--- src/rtl/wpPkg.sv ---
package wpPkg;
  // strobes sent from decision logic to the state-holding datapath
  typedef struct packed {
    logic permit;   // request is allowed to program
    logic block;    // request must be discarded
    logic cfgLoad;  // configuration byte takes the write data
  } wpStrobes_t;
endpackage

--- src/rtl/wpData.sv ---
module wpData import wpPkg::*; #(
  parameter int ADDR_W   = 11,
  parameter int DATA_W   = 8,
  parameter int COL_W    = 4,
  parameter int FLAG_BIT = 2
) (
  input  logic              clk,
  input  logic              rstN,
  input  logic [ADDR_W-1:0] wrAddr,
  input  logic [DATA_W-1:0] wrData,
  input  logic [1:0]        blkSel,
  input  wpStrobes_t        strobes,
  output logic              regionHit,
  output logic              flagSet,
  output logic              topHit,
  output logic              wrPermit,
  output logic              wrBlocked
);
  localparam int ROW_W = ADDR_W - 3 - COL_W;

  logic [DATA_W-1:0] cfgByte;
  logic [ADDR_W-1:0] startAddr;

  assign startAddr = {1'b1, blkSel, cfgByte[DATA_W-1 -: ROW_W], {COL_W{1'b0}}};
  assign regionHit = (wrAddr >= startAddr);
  assign flagSet   = cfgByte[FLAG_BIT];
  assign topHit    = &wrAddr;

  always_ff @(posedge clk or negedge rstN) begin
    if (!rstN) begin
      cfgByte   <= '0;
      wrPermit  <= 1'b0;
      wrBlocked <= 1'b0;
    end else begin
      if (strobes.cfgLoad) cfgByte <= wrData;
      wrPermit  <= strobes.permit;
      wrBlocked <= strobes.block;
    end
  end

  a_r10_exclusive: assert property (@(posedge clk) disable iff (!rstN)
    !(wrPermit && wrBlocked));

  a_r8_cfg_hold: assert property (@(posedge clk) disable iff (!rstN)
    !strobes.cfgLoad |=> $stable(cfgByte));

  a_r8_load_needs_permit: assert property (@(posedge clk) disable iff (!rstN)
    strobes.cfgLoad |=> wrPermit);
endmodule

--- src/rtl/wpCtrl.sv ---
module wpCtrl import wpPkg::*; (
  input  logic       wrReq,
  input  logic       protEn,
  input  logic       wrCtl,
  input  logic       regionHit,
  input  logic       flagSet,
  input  logic       topHit,
  output wpStrobes_t strobes
);
  logic guarded;

  // write control overrides everything; region needs pin and flag together
  assign guarded = wrCtl || (protEn && flagSet && regionHit);

  always_comb begin
    strobes.permit  = wrReq && !guarded;
    strobes.block   = wrReq && guarded;
    strobes.cfgLoad = wrReq && !guarded && topHit;
  end

  always_comb begin
    a_r10_idle: assert (wrReq || (!strobes.permit && !strobes.block));
    a_r3_wc_blocks: assert (!(wrReq && wrCtl) || (strobes.block && !strobes.cfgLoad));
    a_r5_noflag_open: assert (!(wrReq && !wrCtl && !flagSet) || strobes.permit);
  end
endmodule

--- src/rtl/wpGuardTop.sv ---
module wpGuardTop import wpPkg::*; #(
  parameter int ADDR_W   = 11,
  parameter int DATA_W   = 8,
  parameter int COL_W    = 4,
  parameter int FLAG_BIT = 2
) (
  input  logic              clk,
  input  logic              rstN,
  input  logic              wrReq,
  input  logic [ADDR_W-1:0] wrAddr,
  input  logic [DATA_W-1:0] wrData,
  input  logic [1:0]        blkSel,
  input  logic              protEn,
  input  logic              wrCtl,
  output logic              wrPermit,
  output logic              wrBlocked
);
  wpStrobes_t strobes;
  logic regionHit, flagSet, topHit;

  wpCtrl ctrl_i (
    .wrReq(wrReq), .protEn(protEn), .wrCtl(wrCtl),
    .regionHit(regionHit), .flagSet(flagSet), .topHit(topHit),
    .strobes(strobes)
  );

  wpData #(.ADDR_W(ADDR_W), .DATA_W(DATA_W), .COL_W(COL_W), .FLAG_BIT(FLAG_BIT)) data_i (
    .clk(clk), .rstN(rstN), .wrAddr(wrAddr), .wrData(wrData), .blkSel(blkSel),
    .strobes(strobes), .regionHit(regionHit), .flagSet(flagSet), .topHit(topHit),
    .wrPermit(wrPermit), .wrBlocked(wrBlocked)
  );
endmodule

--- config.mk ---
export PLATFORM = sky130hd
export DESIGN_NAME = wpGuardTop
export DESIGN_NICKNAME = d
export VERILOG_FILES = /design/src/rtl/wpPkg.sv /design/src/rtl/wpData.sv /design/src/rtl/wpCtrl.sv /design/src/rtl/wpGuardTop.sv
export SDC_FILE = /design/constraint.sdc
export NUM_CORES = 1
export LEC_CHECK = 0
export BUFFER_PORTS_ARGS = -buffer_cell sky130_fd_sc_hd__buf_2
export CAP_MARGIN = 20
export CORE_AREA = 2 2 39 41
export DETAILED_ROUTE_END_ITERATION = 10
export DIE_AREA = 0 0 41 43
export PLACE_DENSITY = 0.69
export RECOVER_POWER = 50
export SLEW_MARGIN = 20
export SYNTH_ARGS = -nofsm -noshare
export SYNTH_HDL_FRONTEND = slang
export SYNTH_SLANG_ARGS = --single-unit
--- constraint.sdc ---
create_clock -name clk -period 1.8 [get_ports clk]
set_input_delay 0.18 -clock clk [delete_from_list [all_inputs] [get_ports clk]]
set_output_delay 0.18 -clock clk [all_outputs]
set_load 0.1 [all_outputs]
==> results of run 1 <==
-- cell usage after synthesis (all sizes together) --
cell type and count:
inv 6, ha 6, nand3 4, dfrtp 7
nor2b 2, a41oi 1, nor4 1, nor3 2
and2 1, a21oi 2, nor2 1, mux2 5
nand4 2, o21ai 1, a211oi 1, nand4b 1
-- cell type report --
cell class / instances / share of cell area (%)
Multi-Input combinational cell: 30 / 46.5
Sequential cell: 7 / 24.6
Timing Repair Buffer: 26 / 19.2
Inverter: 6 / 3.17
Tap cell: 16 / 2.82
Clock buffer: 4 / 3.70
-- path summary, 6_finish.rpt --
path | endpoint | slack [ns] | cells after the start
max in group asynchronous | data_i.cfgByte[2] | 1.20 | 2
min in group asynchronous | data_i.cfgByte[4] | 0.34 | 2
worst max register to register | data_i.cfgByte[5] | 0.03 | 7
worst max-delay path | data_i.cfgByte[5] | 0.03 | 7
worst min-delay path | data_i.cfgByte[6] | 0.16 | 2
worst min register to register | data_i.cfgByte[6] | 0.53 | 1
-- layer usage --
metal	track usage [%]	share of wire [%]
met5	0	0
met4	12.0	3.8
met3	4.71	7.1
met2	22.2	48
met1	13.8	41
-- what timing repair did --
action                     CTS  global route
setup endpoints to repair    5             5
hold buffers                 1             0
hold endpoints to repair     7             0
gates cloned                 0             0
gates resized for setup      1             5
pin swaps                    1             2
setup buffers                0             1
-- metrics by stage --
| stage | instances | TNS, ns | utilization (%) |
|---|---|---|---|
| floorplan | 43 | 0 | - |
| global placement | 83 | -0.0442 | 46.0 |
| detailed placement | 83 | -0.0549 | 46.0 |
| CTS | 88 | 0 | 48.6 |
| global route | 89 | -0.148 | 51.4 |
| finish | 89 | 0 | 51.4 |
-- state kept, by name, summed over array words and instances (netlist names) --
signal	count
data_i.cfgByte	5
data_i.wrPermit	1
data_i.wrBlocked	1
-- power breakdown --
group | internal (mW) | switching [mW]
logic | 0.0369 | 0.0505
clock network | 0.0847 | 0.0606
registers | 0.160 | 0.000729
total | 0.282 | 0.112
-- logic make-up (layout without fill, tap and decap cells) --
group | count (synthesis) | count (layout) | share of synthesized area, %
buffers and inverters | 6 | 36 | 4.53
adders and majority gates | 6 | 6 | 15.1
DFF | 7 | 7 | 35.3
and+or+nand+nor | 14 | 14 | 22.7
muxes | 5 | 5 | 15.1
AOI/OAI and AO/OA | 5 | 5 | 7.30
-- worst max-delay path, delay by kind of cell (launching register included) --
kind | cells | cell delay [ns]
AOI/OAI and AO/OA | 2 | 0.29
adders and majority gates | 1 | 0.26
buffers and inverters | 1 | 0.05
DFF | 1 | 0.37
muxes | 1 | 0.31
and+or+nand+nor | 2 | 0.36
==> metrics, run 1 <==
status=completed; hpwl dp=855 microns; achievable frequency=0.564 GHz; clk slew on worst S/H paths=~0.060 ns; Critical R2R Launch=data_i.cfgByte[5]; Max VDD drop=about 0.22 mV; CP max stage delay=0.37 ns; Worst Tran Pin Value=0.483 ns; H-tree Lvls=1; worst hold slack=approximately 0.16 ns; vias in the first global route=about 420; final cycle utilization of the critical path=between 90% and 100%; final antenna-violating net count=0; CTS tree=built; Rel. slew slack=about two thirds; Post-Route WL=1.08 mm; CP Max Fanout=5; beginning of the worst hold path=wrData[6]; mapped cell area=a little under 500 sq um; first-pass GRT wire length=around 1.6 mm; Final min period=approximately 1.8 ns; top post-synthesis cells by area=dfrtp_1 35%, ha_1 15%, mux2_4 15%, nand4b_4 4.8%, inv_1 4.5%; sequential share of the synthesized area=a little over a third; Post-Syn Nets=75; 1st-iter DRT viols=0; GRT overflow=0; clock sink count=7; clock skew=about 0.0062 ns; via/cell ratio=a little under 5; initial antenna violation count=0; critical path class=reg -> reg; final hold violation count=0; layout cells sized above 1=between 50% and 60%; count of final max-slew check failures=0; Clock Latency Late Sink=0.26 ns; filler cell count=133; via count=436; Reg area=around 180 sq um; most frequent cells in the layout=23 x buf_2, 7 x dfrtp_1, 5 x inv_1, 5 x mux2_4, 5 x ha_1; die area=between 1500 and 2000 sq um; Yosys reg bits=7; total chip power=about 0.39 mW; syn avg cell area=about 12 sq um; average wire per standard cell=between 10 and 15 microns; I/O Pins=28; multi-input combinational cell area=330 sq um; Clock Path Buffers=2; synthesis warning total=0; Worst EP arrival=1.91 ns; RePlAce Congestion=a little under 0.7; Power per Cell Area=554 nW/um^2; die width=approximately 41 microns; Critical Path, Cell by Cell=inv_2, ha_4, nor2b_4, o21ai_2, a211oi_2, nand4b_4, mux2_4; Port Buffers=24; RSZ-0062 raised after global routing=yes; largest net degree at the start of global routing=8; Hold/Removal Path Class=in -> reg; ant diodes=0; DR pass1 iterations=1; CP Launch Type=flip-flop; core area=about 1400 sq um; nets@finish=106; Pleak=roughly 0.39 nW; Setup Viol. Count Final=0; crit path from=data_i.cfgByte[5]; clk root buf=clkbuf_4; Final Cell Area=711 sq um; global-route usage over all layers=between 10 and 15%; Initial Util=35.9%; cell taking the most area after synthesis=dfrtp_1; Worst Path Required=slightly below 2 ns; crit path max-delay cell type=dfrtp_1; setup ws final=0.0284 ns; DP Area=~640 sq um; chip height=between 40 and 50 microns; Rows=14; pre-CTS setup slack=-0.0171 ns; # DRC=0; CP Capture Type=flip-flop; library cells used by synthesis=17; max-cap violation count=0; P&R area growth vs syn=43.1%; most common library cell in the layout ignoring fill and taps=buf_2; Syn Inst Count=43; Num CTS Buffers=3; area share of the largest cell type after synthesis=a little over a third
Note: power is estimated with default switching activity, not from simulation.
==> inputs of run 2 (changes only) <==
--- a/config.mk
+++ b/config.mk
@@ -10,7 +10,7 @@
 export CORE_AREA = 2 2 39 41
 export DETAILED_ROUTE_END_ITERATION = 10
 export DIE_AREA = 0 0 41 43
-export PLACE_DENSITY = 0.69
+export PLACE_DENSITY_LB_ADDON = 0.12
 export RECOVER_POWER = 50
 export SLEW_MARGIN = 20
 export SYNTH_ARGS = -nofsm -noshare
==> run 2 against run 1 <==
Net effect: global-route usage is 0.16 points lower; clock skew is 0.0060 ns lower; register-to-register slack better by 0.02 ns; combinational power is 1% lower; flip-flop and latch count stayed put; hold slack worse by 0.0015 ns.
==> metrics, run 2 (synthesized netlist as in run 1, its figures left out) <==
CP Launch Type=flip-flop; final hold violation count=0 (unchanged); Critical R2R Launch=data_i.cfgByte[5]; layout cells sized above 1=55.6% (-0.61 points); H-tree Lvls=1 (unchanged); Setup Viol. Count Final=0 (unchanged); Worst R2R End=data_i.cfgByte[6]; beginning of the worst hold path=wrData[7]; Worst EP arrival=1.89 ns (-0.02 ns); initial antenna violation count=0 (unchanged); count of final max-slew check failures=0 (unchanged); Num CTS Buffers=3 (unchanged); hold worst-path end=data_i.cfgByte[7]; clk slew on worst S/H paths=0.05 ns (about the same); Clock Latency Late Sink=0.25 ns (about the same); Power per Cell Area=552 nW/um^2 (-0.44%); # DRC=0 (unchanged); average wire per standard cell=11.1 microns (-8.6%); Worst Hold Depth=2 (unchanged); global-route usage over all layers=14.0% (-0.16 points); Top reg by flops=data_i.cfgByte; Reg2Reg Depth=7 (unchanged); clock sink count=7 (unchanged); die area=1760 sq um (unchanged); R2R Setup Slk=0.05 ns (+0.02 ns); CTS tree=built; GRT overflow=0 (unchanged); Pleak=0.387 nW (-1.2%); Port Buffers=24 (unchanged); total chip power=0.391 mW (-0.79%); critical path class=reg -> reg; first-pass GRT wire length=1.59 mm (+1.3%); RePlAce Congestion=0.625 (-7.9%); Final Cell Area=708 sq um (-0.35%); 1st-iter DRT viols=2 (+2); Final min period=1.75 ns (-0.0224 ns); vias in the first global route=407 (-2.2%); Rel. slew slack=68.0% (about the same); most common library cell in the layout ignoring fill and taps=buf_2; final antenna-violating net count=0 (unchanged); via count=427 (-2.1%); Post-Route WL=977 microns (-9.6%); Worst Tran Pin Value=0.483 ns (+0.000381 ns); status=completed; max reg flops=5 (unchanged); post-CTS setup buffers=0 (unchanged); core area=1380 sq um (unchanged); largest net degree at the start of global routing=8 (unchanged); top flop regs=data_i.cfgByte x5, data_i.wrBlocked x1, data_i.wrPermit x1; max-cap violation count=0 (unchanged); CP Max Fanout=5 (unchanged); Clock Path Buffers=2 (unchanged); Max VDD drop=0.504 mV (+130%); via/cell ratio=4.85 (-0.95%); DP Area=637 sq um (unchanged); Rows=14 (unchanged); P&R area growth vs syn=42.6%; clk root buf=clkbuf_4; most frequent cells in the layout=23 x buf_2, 7 x dfrtp_1, 5 x inv_1, 5 x mux2_4; ant diodes=0 (unchanged); hpwl dp=814 microns (-4.7%); Worst Path Required=1.94 ns (about the same); nets@finish=105 (-0.94%); clock skew=0.000199 ns (-0.00604 ns); Initial Util=35.9% (unchanged); I/O Pins=28 (unchanged); Hold/Removal Path Class=in -> reg; chip height=43 microns (unchanged); fin util=51.2% (-0.18 points); RSZ-0062 raised after global routing=yes; Layout Cells excl Fill=88 (-1.1%); achievable frequency=0.572 GHz (+1.3%); Placed Cells incl. Taps=83 (unchanged); CP Capture Type=flip-flop; Setup TNS=0 ns (unchanged); final cycle utilization of the critical path=97.2% (-1.2 points); DR pass1 iterations=4 (+3); die width=41 microns (unchanged)
-- run 2: cell types whose count changed in the layout (fill, tap and decap cells not counted) --
| cell | before | now |
|---|---|---|
| a41oi_2 | 1 | 0 |
| ha_1 | 5 | 4 |
| ha_4 | 1 | 2 |
| buf_4 | 1 | 0 |
| a41oi_1 | 0 | 1 |
-- run 2: worst max-delay path, cell delays in order, from the launching register on --
cell,delay (ns)
dfrtp_1,0.36
inv_2,0.05
ha_4,0.26
nor2b_4,0.13
o21ai_2,0.06
a211oi_2,0.22
nand4b_4,0.24
mux2_4,0.31
-- run 2: worst max path at each step --
| stage | endpoint | start | depth (start not counted) | slack (ns) |
|---|---|---|---|---|
| floorplan | data_i.cfgByte[2] | data_i.cfgByte[5] | 7 | 0.11 |
| CTS | data_i.cfgByte[4] | data_i.cfgByte[5] | 7 | 0.01 |
| global placement | data_i.cfgByte[5] | data_i.cfgByte[5] | 7 | -0.02 |
| finish | data_i.cfgByte[6] | data_i.cfgByte[5] | 7 | 0.05 |
| global route | data_i.cfgByte[6] | data_i.cfgByte[5] | 6 | -0.04 |
| detailed placement | data_i.cfgByte[4] | data_i.cfgByte[5] | 7 | -0.04 |
-- run 2: timing repair --
item / 4_1_cts / 5_1_grt
endpoints found under the hold margin: 7 / 0
pin swaps: 1 / 0
hold buffers: 1 / 0
endpoints found under the setup margin: 5 / 5
gates resized for setup: 3 / 3
-- run 2: cell type report --
| type | count | area (sq um) |
|---|---|---|
| clock buffers | 4 | 26.3 |
| fillers | 141 | 676 |
| inverters | 6 | 22.5 |
| multi-input cells | 30 | 335 |
| flip-flops and latches | 7 | 175 |
| well taps | 16 | 20.0 |
| repair buffers | 25 | 129 |
-- run 2: power by group --
part           internal (mW)  total, mW  switching (mW)
logic                 0.0370     0.0862          0.0493
registers              0.160      0.161        0.000734
clock network         0.0846      0.143          0.0587
-- run 2: through the flow --
step	setup slack, ns	hold slack [ns]
after global placement	-0.0228	0.0164
after detailed placement	-0.0426	0.0184
after floorplan	0.109	-0.116
after CTS	0.0150	0.149
after global routing	-0.0395	0.149
final	0.0508	0.154
-- run 2: per-layer routing --
layer  wire (microns)  global-route usage (%)
met5                0                       0
met4                0                    6.00
met3               77                    7.85
met2              482                    19.1
met1              417                    17.6
